<file path="src/rtl/bm_pkg.sv">
package bm_pkg;
  localparam int CPU_AW    = 16;
  localparam int DATA_W    = 8;
  localparam int ROM_WIN_W = 14;
  localparam int RAM_WIN_W = 13;
  localparam int LOW_W     = 5;
  localparam int HIGH_W    = 2;

  typedef enum logic [1:0] {
    RG_NONE     = 2'd0,
    RG_ROM_FIX  = 2'd1,
    RG_ROM_BANK = 2'd2,
    RG_RAM      = 2'd3
  } region_t;

  typedef enum logic [2:0] {
    CT_NONE   = 3'd0,
    CT_UNUSED = 3'd1,
    CT_LOW    = 3'd2,
    CT_HIGH   = 3'd3,
    CT_MODE   = 3'd4
  } ctl_t;
endpackage

</file>
<file path="src/rtl/bm_decode.sv">
module bm_decode
  import bm_pkg::*;
#(
  parameter int AW = CPU_AW
) (
  input  logic [AW-1:0] addr,
  input  logic          rd,
  input  logic          wr,
  output region_t       region,
  output ctl_t          ctl_sel,
  output logic          ctl_wr,
  output logic          idle
);
  localparam int TOP3 = AW - 3;

  logic [2:0] top3;
  assign top3 = addr[AW-1:TOP3];

  always_comb begin
    unique case (top3)
      3'b000, 3'b001: region = RG_ROM_FIX;
      3'b010, 3'b011: region = RG_ROM_BANK;
      3'b101:         region = RG_RAM;
      default:        region = RG_NONE;
    endcase
  end

  always_comb begin
    unique case (top3)
      3'b000:  ctl_sel = CT_UNUSED;
      3'b001:  ctl_sel = CT_LOW;
      3'b010:  ctl_sel = CT_HIGH;
      3'b011:  ctl_sel = CT_MODE;
      default: ctl_sel = CT_NONE;
    endcase
  end

  assign ctl_wr = wr && (ctl_sel != CT_NONE);
  assign idle   = (region == RG_NONE) || !(rd || wr);
endmodule

</file>
<file path="src/rtl/bm_regs.sv">
module bm_regs
  import bm_pkg::*;
#(
  parameter int DW = DATA_W,
  parameter int LW = LOW_W,
  parameter int HW = HIGH_W
) (
  input  logic          clk,
  input  logic          rst_n,
  input  logic          ctl_wr,
  input  ctl_t          ctl_sel,
  input  logic [DW-1:0] wdata,
  output logic [LW-1:0] low_q,
  output logic [HW-1:0] high_q,
  output logic          mode_q
);
  function automatic logic [LW-1:0] fix_low(input logic [DW-1:0] d);
    logic [LW-1:0] v;
    v = d[LW-1:0];
    if (v == '0) v = LW'(1);
    return v;
  endfunction

  logic low_we, high_we, mode_we;
  assign low_we  = ctl_wr && (ctl_sel == CT_LOW);
  assign high_we = ctl_wr && (ctl_sel == CT_HIGH);
  assign mode_we = ctl_wr && (ctl_sel == CT_MODE);

  always_ff @(posedge clk) begin
    if (!rst_n) begin
      low_q  <= LW'(1);
      high_q <= '0;
      mode_q <= 1'b0;
    end else begin
      if (low_we)  low_q  <= fix_low(wdata);
      if (high_we) high_q <= wdata[HW-1:0];
      if (mode_we) mode_q <= wdata[0];
    end
  end

  AST_LOW_NEVER_ZERO: assert property (@(posedge clk) disable iff (!rst_n) low_q != '0);
  AST_LOW_LOAD: assert property (@(posedge clk) disable iff (!rst_n)
    (low_we && wdata[LW-1:0] != '0) |=> (low_q == $past(wdata[LW-1:0])));
  AST_LOW_ZERO_FIX: assert property (@(posedge clk) disable iff (!rst_n)
    (low_we && wdata[LW-1:0] == '0) |=> (low_q == LW'(1)));
  AST_HIGH_LOAD: assert property (@(posedge clk) disable iff (!rst_n)
    high_we |=> (high_q == $past(wdata[HW-1:0])));
  AST_MODE_LOAD: assert property (@(posedge clk) disable iff (!rst_n)
    mode_we |=> (mode_q == $past(wdata[0])));
  AST_UNUSED_WRITE: assert property (@(posedge clk) disable iff (!rst_n)
    (ctl_wr && ctl_sel == CT_UNUSED) |=> ($stable(low_q) && $stable(high_q) && $stable(mode_q)));
endmodule

</file>
<file path="src/rtl/bm_map.sv">
module bm_map
  import bm_pkg::*;
#(
  parameter int AW  = CPU_AW,
  parameter int RW  = ROM_WIN_W,
  parameter int MW  = RAM_WIN_W,
  parameter int LW  = LOW_W,
  parameter int HW  = HIGH_W,
  localparam int BW     = LW + HW,
  localparam int ROM_AW = RW + BW,
  localparam int RAM_AW = MW + HW
) (
  input  logic              clk,
  input  logic              rst_n,
  input  logic [AW-1:0]     addr,
  input  logic              rd,
  input  logic              wr,
  input  region_t           region,
  input  logic [LW-1:0]     low_q,
  input  logic [HW-1:0]     high_q,
  input  logic              mode_q,
  output logic [BW-1:0]     rom_bank,
  output logic [HW-1:0]     ram_bank,
  output logic [ROM_AW-1:0] rom_addr,
  output logic              rom_cs,
  output logic [RAM_AW-1:0] ram_addr,
  output logic              ram_cs,
  output logic              ram_we
);
  function automatic logic [BW-1:0] calc_rom_bank(
    input logic [LW-1:0] lo, input logic [HW-1:0] hi, input logic md);
    return md ? {{HW{1'b0}}, lo} : {hi, lo};
  endfunction

  function automatic logic [HW-1:0] calc_ram_bank(input logic [HW-1:0] hi, input logic md);
    return md ? hi : '0;
  endfunction

  assign rom_bank = calc_rom_bank(low_q, high_q, mode_q);
  assign ram_bank = calc_ram_bank(high_q, mode_q);

  always_comb begin
    rom_addr = '0;
    unique case (region)
      RG_ROM_FIX:  rom_addr = {{BW{1'b0}}, addr[RW-1:0]};
      RG_ROM_BANK: rom_addr = {rom_bank, addr[RW-1:0]};
      default:     rom_addr = '0;
    endcase
  end

  assign rom_cs   = rd && ((region == RG_ROM_FIX) || (region == RG_ROM_BANK));
  assign ram_cs   = (rd || wr) && (region == RG_RAM);
  assign ram_we   = wr && (region == RG_RAM);
  assign ram_addr = {ram_bank, addr[MW-1:0]};

  AST_MODE0_RAM_BANK0: assert property (@(posedge clk) disable iff (!rst_n)
    (ram_cs && !mode_q) |-> (ram_addr[RAM_AW-1:MW] == '0));
  AST_MODE1_RAM_BANK: assert property (@(posedge clk) disable iff (!rst_n)
    (ram_cs && mode_q) |-> (ram_addr[RAM_AW-1:MW] == high_q));
  AST_FIXED_WINDOW: assert property (@(posedge clk) disable iff (!rst_n)
    (rom_cs && region == RG_ROM_FIX) |-> (rom_addr[ROM_AW-1:RW] == '0));
  AST_WINDOW_NOT_ZERO: assert property (@(posedge clk) disable iff (!rst_n)
    (rom_cs && region == RG_ROM_BANK) |-> (rom_addr[RW+LW-1:RW] != '0));
  AST_RAM_WE_HAS_CS: assert property (@(posedge clk) disable iff (!rst_n)
    ram_we |-> ram_cs);
endmodule

</file>
<file path="src/rtl/bank_mapper_top.sv">
module bank_mapper_top
  import bm_pkg::*;
#(
  parameter int AW = CPU_AW,
  parameter int DW = DATA_W,
  parameter int RW = ROM_WIN_W,
  parameter int MW = RAM_WIN_W,
  parameter int LW = LOW_W,
  parameter int HW = HIGH_W,
  localparam int ROM_AW = RW + LW + HW,
  localparam int RAM_AW = MW + HW
) (
  input  logic              clk,
  input  logic              rst_n,
  input  logic [AW-1:0]     cpu_addr,
  input  logic [DW-1:0]     cpu_wdata,
  input  logic              cpu_rd,
  input  logic              cpu_wr,
  output logic [DW-1:0]     cpu_rdata,
  output logic [ROM_AW-1:0] rom_addr,
  output logic              rom_cs,
  input  logic [DW-1:0]     rom_data,
  output logic [RAM_AW-1:0] ram_addr,
  output logic              ram_cs,
  output logic              ram_we,
  output logic [DW-1:0]     ram_wdata,
  input  logic [DW-1:0]     ram_rdata
);
  region_t          region;
  ctl_t             ctl_sel;
  logic             ctl_wr;
  logic             idle;
  logic [LW-1:0]    low_q;
  logic [HW-1:0]    high_q;
  logic             mode_q;
  logic [LW+HW-1:0] rom_bank;
  logic [HW-1:0]    ram_bank;

  bm_decode #(.AW(AW)) u_decode (
    .addr(cpu_addr), .rd(cpu_rd), .wr(cpu_wr),
    .region(region), .ctl_sel(ctl_sel), .ctl_wr(ctl_wr), .idle(idle)
  );

  bm_regs #(.DW(DW), .LW(LW), .HW(HW)) u_regs (
    .clk(clk), .rst_n(rst_n), .ctl_wr(ctl_wr), .ctl_sel(ctl_sel),
    .wdata(cpu_wdata), .low_q(low_q), .high_q(high_q), .mode_q(mode_q)
  );

  bm_map #(.AW(AW), .RW(RW), .MW(MW), .LW(LW), .HW(HW)) u_map (
    .clk(clk), .rst_n(rst_n), .addr(cpu_addr), .rd(cpu_rd), .wr(cpu_wr),
    .region(region), .low_q(low_q), .high_q(high_q), .mode_q(mode_q),
    .rom_bank(rom_bank), .ram_bank(ram_bank),
    .rom_addr(rom_addr), .rom_cs(rom_cs),
    .ram_addr(ram_addr), .ram_cs(ram_cs), .ram_we(ram_we)
  );

  assign ram_wdata = cpu_wdata;

  always_comb begin
    cpu_rdata = '0;
    if (cpu_rd) begin
      if (rom_cs)      cpu_rdata = rom_data;
      else if (ram_cs) cpu_rdata = ram_rdata;
    end
  end

  AST_SELECT_EXCL: assert property (@(posedge clk) disable iff (!rst_n)
    !(rom_cs && ram_cs));
  AST_IDLE_NO_SELECT: assert property (@(posedge clk) disable iff (!rst_n)
    idle |-> (!rom_cs && !ram_cs && cpu_rdata == '0));
  AST_ROM_WRITE_NO_CS: assert property (@(posedge clk) disable iff (!rst_n)
    cpu_wr |-> !rom_cs);
  AST_RESET_STATE: assert property (@(posedge clk)
    !rst_n |=> (low_q == LW'(1) && high_q == '0 && !mode_q));
endmodule

</file>
<file path="config.mk">
export PLATFORM = sky130hd
export DESIGN_NAME = bank_mapper_top
export DESIGN_NICKNAME = d
export VERILOG_FILES = /design/src/rtl/bm_pkg.sv /design/src/rtl/bm_decode.sv /design/src/rtl/bm_regs.sv /design/src/rtl/bm_map.sv /design/src/rtl/bank_mapper_top.sv
export SDC_FILE = /design/constraint.sdc
export NUM_CORES = 1
export LEC_CHECK = 0
export ABC_CLOCK_PERIOD_IN_PS = 1900
export BUFFER_PORTS_ARGS = -buffer_cell sky130_fd_sc_hd__buf_2
export CELL_PAD_IN_SITES_DETAIL_PLACEMENT = 1
export CELL_PAD_IN_SITES_GLOBAL_PLACEMENT = 1
export CORE_ASPECT_RATIO = 0.9
export CORE_MARGIN = 1
export CORE_UTILIZATION = 22
export DETAILED_ROUTE_END_ITERATION = 8
export PLACE_DENSITY_LB_ADDON = 0.1
export SYNTH_ARGS = -nofsm -noshare
export SYNTH_HDL_FRONTEND = slang
export SYNTH_HIERARCHICAL = 1
export SYNTH_SLANG_ARGS = --single-unit
</file>
<file path="constraint.sdc">
create_clock -name clk -period 1.9 [get_ports clk]
set_clock_uncertainty 0.2 [all_clocks]
set_input_delay 0.285 -clock clk [delete_from_list [all_inputs] [get_ports clk]]
set_output_delay 0.285 -clock clk [all_outputs]
set_load 0.02 [all_outputs]
</file>
# After elaboration in Yosys (flattened, before gate mapping)
# Index checks and enable logic that the tools add are counted.
[totals] reg_bits=8
[op_classes] eq_ne=10 mux=9 reduce_logical=14
[ops] operator="21-bit one-hot mux with 2 select lines" n=1
[ops] operator="8-bit 2-to-1 mux" n=3
[ops] operator="3-bit by 2-bit == test with 1-bit output (second input constant)" n=4
[ops] operator="3-bit one-hot mux with 4 select lines" n=1
[ops] operator="1-bit logical AND" n=7
[ops] operator="7-bit 2-to-1 mux" n=1
[ops] operator="3-bit == test (second input constant)" n=2
[ops] operator="2-bit one-hot mux with 3 select lines" n=1
[ops] operator="5-bit logical NOT" n=1
[ops] operator="5-bit 2-to-1 mux" n=1
[ops] operator="2-bit == test (second input constant)" n=2
[ops] operator="2-bit OR reduction" n=2
[ops] operator="3-bit by 1-bit == test with 1-bit output (second input constant)" n=1
[ops] operator="3-bit logical NOT" n=1
[ops] operator="3-bit nonzero test" n=1
[ops] operator="2-bit by 1-bit == test with 1-bit output (second input constant)" n=1
[ops] operator="1-bit logical OR" n=2
[ops] operator="2-bit 2-to-1 mux" n=1

# Logic depth before layout (Yosys ltp)
# Gate-level depths: netlist of run 1.
[logic_depth] depth_word=8 mapped_depth=8

# Cells and area by module
# Netlist of run 1, hierarchy kept.
[by_module_without_submodules] mod="bm_map" n_inst=1 cells_each=55 area_per_inst_um2=442.9 seq_area_each_um2=0.0
[by_module_without_submodules] mod="bm_regs" n_inst=1 cells_each=30 area_per_inst_um2=346.6 seq_area_each_um2=160.2
[by_module_without_submodules] mod="bank_mapper_top" n_inst=1 cells_each=23 area_per_inst_um2=198.9 seq_area_each_um2=0.0
[by_module_without_submodules] mod="bm_decode" n_inst=1 cells_each=12 area_per_inst_um2=73.8 seq_area_each_um2=0.0

# Worst setup path before layout of run 1
# Ideal clock, no wire load.
[synth_path] path_kind="input-to-output" from="input cpu_addr[15]" to="output cpu_rdata[6]" arrival_ns=2.031 setup_slack_ns=-0.616 path_stages=7 path_buffers=1 path_cell_list="clkbuf_2 a21oi_1 inv_1 ha_1 nor2b_1 inv_1 a41o_2"
[synth_via] elab_chain_cells=8 word_cells_on_any_way=17 cone_classes="7 x eq/ne; 4 x mux; 6 x reduce/logical"
[synth_lines] item="start, declared" line_no="bank_mapper_top.sv:15" rtl="input logic [AW-1:0] cpu_addr,"
[synth_lines] item="3-bit by 2-bit == test with 1-bit output (tied with other cells)" line_no="bm_decode.sv:20" rtl="unique case (top3)"
[synth_lines] item="2-bit OR reduction" line_no="bm_decode.sv:20"
[synth_lines] item="2-bit one-hot mux with 3 select lines *" line_no="bm_decode.sv:20"
[synth_lines] item="net region[0]" line_no="bank_mapper_top.sv:29" rtl="region_t region;"
[synth_lines] item="2-bit by 1-bit == test with 1-bit output or 2-bit == test (tied branches)" line_no="bm_map.sv:51" rtl="assign rom_cs = rd && ((region == RG_ROM_FIX) || (region == RG_ROM_BANK));"
[synth_lines] item="1-bit logical OR *" line_no="bm_map.sv:51"
[synth_lines] item="1-bit logical AND *" line_no="bm_map.sv:51"
[synth_lines] item="net rom_cs" line_no="bank_mapper_top.sv:21" rtl="output logic rom_cs,"
[synth_lines] item="8-bit 2-to-1 mux *" line_no="bank_mapper_top.sv:62" rtl="if (rom_cs) cpu_rdata = rom_data;"
[synth_lines] item="8-bit 2-to-1 mux *" line_no="bank_mapper_top.sv:61" rtl="if (cpu_rd) begin"
[synth_lines] item="end, declared" line_no="bank_mapper_top.sv:19" rtl="output logic [DW-1:0] cpu_rdata,"
# Mark *: on every way through the listed nets, which the timed path passes. The rest lies on a longest branch.

# Worst setup path after layout of run 1
[layout_path] from="input cpu_addr[14]" to="output cpu_rdata[4]"
[layout_via] elab_chain_cells=8 word_cells_on_any_way=17 cone_classes="7 x eq/ne; 4 x mux; 6 x reduce/logical"
[layout_lines] item="3-bit by 2-bit == test with 1-bit output (tied with other cells)" line_no="bm_decode.sv:20"
[layout_lines] item="2-bit OR reduction" line_no="bm_decode.sv:20"
[layout_lines] item="2-bit one-hot mux with 3 select lines *" line_no="bm_decode.sv:20"
[layout_lines] item="net region[1]" line_no="bank_mapper_top.sv:29"
[layout_lines] item="2-bit == test (tied with other cells)" line_no="bm_map.sv:52" rtl="assign ram_cs = (rd || wr) && (region == RG_RAM);"
[layout_lines] item="1-bit logical AND or 1-bit logical OR (tied branches)" line_no="bm_map.sv:52, bm_map.sv:51"
[layout_lines] item="8-bit 2-to-1 mux or 1-bit logical AND (tied branches)" line_no="bank_mapper_top.sv:63, bm_map.sv:51"
[layout_lines] item="8-bit 2-to-1 mux *" line_no="bank_mapper_top.sv:62"
[layout_lines] item="8-bit 2-to-1 mux *" line_no="bank_mapper_top.sv:61"
# Marks and branches as above.

==> metrics.yaml, run 1 <==
status: "finished, violations left"
violations: "setup timing"
finalSetupTns_ns: -2.943
final_cell_mix: "67 x buf_2, 19 x buf_6, 16 x buf_4"
grt_overflow: 0
post_drt_wl_per_cell_um: 11.92
grt_pass1_wl_um: 4692
cts_setup_buffers: 0
drt-initial-drc-count: 4
path_max_fanout: 8
maxSlewHeadroom: 0.7855
n_antenna_cell: 0
syn_inst: 112
combPwrFrac: 0.493
antenna_left: 0
holdBufCountCts: 0
wl_um: 3005
fmax_mhz: 485.1
cts_tree: "built"
crit_arrival_ns: 1.58
die_h_um: 65.99
grt_pass1_vias: 1023
grt_max_degree: 15
antenna_found_initial: 0
cts_buffers: 3
path_clk_slew_ns: 0.04
crit_type: "primary input to output pin"
end_kind: "output pin"
cap_violations: 0
cts.sinks: 8
netlist_area_um2: 1001
mostFrequentLayoutCell: "buf_2"
worstMarginPinSlew_ns: 0.3188
setup_viol: 22
initial_core_util: 0.2377
period_share: 1.085
ir_worst_vdd_uv: 498.5
cp.required_ns: 1.41
drc: 0
layout_setup_ws_ns: -0.1612
multi_input_area_um2: 698.2
rsz0062_at_grt: "yes"
nets: 241
grt_use_total: 0.1247
static-leakage-power_nw: 0.8983
final_core_utilization: 0.3972
regArea_um2: 160.2
hold_class: "primary input to flop"
dp_worst_setup_slack_ns: -0.2891
synth.net_count: 159
firstDrtPassIters: 3
clk_latency_ns: 0.22
routed-via-count: 1050
seqPwrFrac: 0.234
clkPwrFrac: 0.273
nFillCells: 525
dp_hpwl_um: 2443
areaGrowthSynthToFinish_pct: 67.12
die_width_um: 73.10
drv_slew: 0
p_sw_uw: 242.7
via_per_inst: 4.167
die_area_um2: 4824
htreeDepth: 1
postSynthAreaPerCell_um2: 8.937
fp.coreArea_um2: 4212
stdcell_area_um2: 1673
cts_root_buffer: "clkbuf_8"
layout_min_cycle_time_ns: 2.061
start_kind: "primary input"
p_int_uw: 491.6
std_cell_rows: 22
hold_viol_final: 0
drive_gt1_frac: 0.7969
ioPinCount: 99
power_density_nw_per_um2: 438.9
ys_warn_count: 6
switching_share: 0.3305
clk_path_buf_depth: 2
globalplace.congestion: 0.6732
port_buffers: 92
placed_cell_area_um2: 1471
[timing repair]
action	4_1_cts	5_1_grt
pin swaps	6	4
setup endpoints to repair	25	24
resized for setup	50	1
endpoints found under the hold margin	0	0
[worst paths after layout]
kind | startpoint | to | slack, ns | depth (start not counted)
max | cpu_addr[14] | cpu_rdata[4] | -0.16 | 8
min | rst_n | u_regs/low_q[0] | 0.11 | 2
max reg2reg | u_regs/mode_q | u_regs/mode_q | 1.06 | 2
min reg2reg | u_regs/low_q[0] | u_regs/low_q[0] | 0.30 | 2
[layout make-up]
cell class	instances	share of cell area
flip-flops and latches	8	0.09574
repair buffers	103	0.4046
inverters	5	0.01272
well taps	60	0.04488
clock buffers	3	0.02468
multi-input cells	73	0.4174
[routing by layer]
metal / part of all wire / vias up / global-route usage
met2: 0.53 / 48 / 0.2431
li1: - / 518 / -
met1: 0.39 / 482 / 0.1370
met3: 0.078 / 2 / 0.03049
met4: 0.00067 / 0 / 0.01716
met5: 0 / - / 0
[flip-flops by register name, summed over array words and instances (netlist names)]
name           count
u_regs/mode_q      1
u_regs/high_q      2
u_regs/low_q       5
[stage by stage]
stage                     power, mW  instances  hold WS [ns]
after global placement       0.4887        249        0.2820
after global routing         0.7791        252        0.1197
after floorplan              0.4114        112        0.1650
after CTS                    0.7475        252        0.1100
final                        0.7342        252        0.1110
after detailed placement     0.4941        249        0.2910
[power by group through the flow]
stage          logic, mW  clock network (mW)  registers [mW]
2_1_floorplan      0.237                   0           0.174
3_3_place_gp       0.314                   0           0.175
3_5_place_dp       0.319                   0           0.175
4_1_cts            0.365               0.211           0.172
5_1_grt            0.389               0.218           0.172
6_report           0.362               0.201           0.172
[worst max-delay path: stages]
cell	delay, ns
buf_6	0.10
nand2b_4	0.14
mux2i_4	0.18
ha_4	0.25
nor2b_4	0.17
inv_4	0.08
a32o_2	0.25
buf_6	0.13
Power figures use the tool's default switching activity.
==> run 2, diff against run 1 <==
--- a/config.mk
+++ b/config.mk
@@ -16,2 +16,3 @@
 export PLACE_DENSITY_LB_ADDON = 0.1
+export RECOVER_POWER = 25
 export SYNTH_ARGS = -nofsm -noshare
==> constraint.sdc (replaced) <==
create_clock -name clk -period 1.9 [get_ports clk]
set_clock_uncertainty 0.2 [all_clocks]
set_input_delay 0.19 -clock clk [delete_from_list [all_inputs] [get_ports clk]]
set_output_delay 0.19 -clock clk [all_outputs]
set_load 0.02 [all_outputs]
==> run 2 against run 1 <==
  * The run still ends with setup timing left
  * Non-clock buffer count stayed put
  * Largest cell class unchanged
  * Power decreased by 2.0%
  * Fmax grew 8.3%
==> metrics.yaml, run 2 (synthesis gave the netlist of run 1 again) <==
clk_path_buf_depth: 2  # unchanged
cts_tree: "built"
start_kind: "primary input"
clk_latency_ns: 0.22  # about the same
drive_gt1_frac: 0.7513  # -0.04558
hold_viol_final: 0  # unchanged
n_antenna_cell: 0  # unchanged
fmax_mhz: 525.4  # +8.3%
final_cell_mix: "68 x buf_2, 18 x buf_4, 12 x and2_4"
areaGrowthSynthToFinish_pct: 59.38
regMostFlops: "u_regs/low_q"
violations: "setup timing"
cts.sinks: 8  # unchanged
cts_buffers: 3  # unchanged
ir_worst_vdd_uv: 241.2  # -52%
fp.coreArea_um2: 4212  # unchanged
mostFrequentLayoutCell: "buf_2"
initial_core_util: 0.2377  # unchanged
dp_worst_setup_slack_ns: -0.1216  # +0.1675 ns
drc: 0  # unchanged
die_h_um: 65.99  # unchanged
critPathCapture: "cpu_rdata[4]"
layout_setup_ws_ns: -0.003391  # +0.1579 ns
hold_class: "primary input to flop"
crit_arrival_ns: 1.51  # -0.07 ns
port_buffers: 92  # unchanged
crit_type: "primary input to output pin"
ioPinCount: 99  # unchanged
period_share: 1.002  # -0.08308
drt-initial-drc-count: 34  # +30
drv_slew: 0  # unchanged
rsz0062_at_grt: "yes"
std_cell_rows: 22  # unchanged
antenna_found_initial: 0  # unchanged
reg2reg_depth: 2  # unchanged
cap_violations: 0  # unchanged
routed-via-count: 1066  # +1.5%
cp.required_ns: 1.51  # +0.10 ns
path_clk_slew_ns: 0.04  # about the same
static-leakage-power_nw: 0.8698  # -3.2%
via_per_inst: 4.213  # +1.1%
cts_root_buffer: "clkbuf_8"
die_width_um: 73.10  # unchanged
antenna_left: 0  # unchanged
die_area_um2: 4824  # unchanged
grt_use_total: 0.1332  # +0.008527
top_regs: "u_regs/low_q (5), u_regs/high_q (2), u_regs/mode_q (1)"
path_max_fanout: 6  # -2
grt_pass1_wl_um: 4892  # +4.3%
status: "finished, violations left"
grt_overflow: 0  # unchanged
htreeDepth: 1  # unchanged
nets: 242  # +0.41%
setup_viol: 2  # -91%
rr_endpoint: "u_regs/mode_q"
firstDrtPassIters: 4  # +1
wl_um: 3245  # +8.0%
end_kind: "output pin"
globalplace.congestion: 0.6976  # +3.6%
power_density_nw_per_um2: 451.0  # +2.8%
worstMarginPinSlew_ns: 0.3913  # +0.07251 ns
crit_start: "cpu_addr[14]"
holdWs_ns: 0.02036  # -0.09061 ns
maxSlewHeadroom: 0.7367  # -0.04879
layout_min_cycle_time_ns: 1.903  # -0.1579 ns
dp_hpwl_um: 2608  # +6.7%
grt_max_degree: 9  # -6
largest_register_ffs: 5  # unchanged
reg2reg_slack_ns: 1.08  # +0.02 ns
r2r_start: "u_regs/mode_q"
post_drt_wl_per_cell_um: 12.83  # +7.6%
grt_pass1_vias: 1037  # +1.4%
## run 2: final cells by class
class | instances | area [µm²]
timing repair buffer | 103 | 610.6
tap | 60 | 75.07
sequential | 8 | 160.2
inverter | 5 | 21.27
multi-input combinational | 74 | 686.9
clock buffer | 3 | 41.29
fill | 515 | 2616
## run 2: per-layer routing
metal / wire (µm) / vias to the layer above / global-route usage
li1: - / 523 / -
met1: 1327 / 486 / 0.1465
met2: 1671 / 53 / 0.2500
met3: 230 / 4 / 0.03201
met4: 15 / 0 / 0.03922
met5: 0 / - / 0
## run 2: per-stage QoR
step	setup TNS (ns)	total power, mW	area [µm²]	util	instances
floorplan	0	0.4071	1055	-	112
global placement	-1.001	0.4834	1441	0.3422	247
detailed placement	-2.203	0.4926	1441	0.3422	247
CTS	-0.02418	0.7289	1582	0.3755	252
global route	-0.9490	0.7694	1595	0.3788	253
finish	-0.005875	0.7195	1595	0.3788	253
## run 2: repair_timing
action | 4_1_cts | 5_1_grt
endpoints found under the hold margin | 0 | 0
pin swaps | 4 | 4
endpoints found under the setup margin | 22 | 20
setup buffers | 1 | 1
hold buffers | 0 | 0
gates cloned | 1 | 0
gates resized for setup | 25 | 6
## run 2: worst max-delay path, stage by stage
cell and delay [ns]:
buf_8 0.10, nand2b_4 0.14, mux2i_4 0.20, ha_4 0.26, nor2b_4 0.17, and2_4 0.20
a32o_2 0.14, buf_6 0.11
## run 2: power by group
group / switching, mW / internal [mW] / total [mW] / leakage, nW
Sequential: 0.00109 / 0.171 / 0.172 / 0.0646
Combinational: 0.180 / 0.169 / 0.350 / 0.784
Clock: 0.0610 / 0.137 / 0.198 / 0.0216
## run 2: worst min-delay path by stage
| stage | from | end | slack (ns) | cells after the start |
|---|---|---|---|---|
| final | rst_n | u_regs/low_q[0] | 0.02 | 2 |
| after detailed placement | cpu_wdata[6] | ram_wdata[6] | 0.18 | 0 |
| after CTS | rst_n | u_regs/low_q[0] | 0.02 | 2 |
| after global routing | rst_n | u_regs/low_q[0] | 0.02 | 2 |
| after global placement | cpu_wdata[6] | ram_wdata[6] | 0.18 | 0 |
| after floorplan | rst_n | u_regs/low_q[0] | 0.07 | 1 |
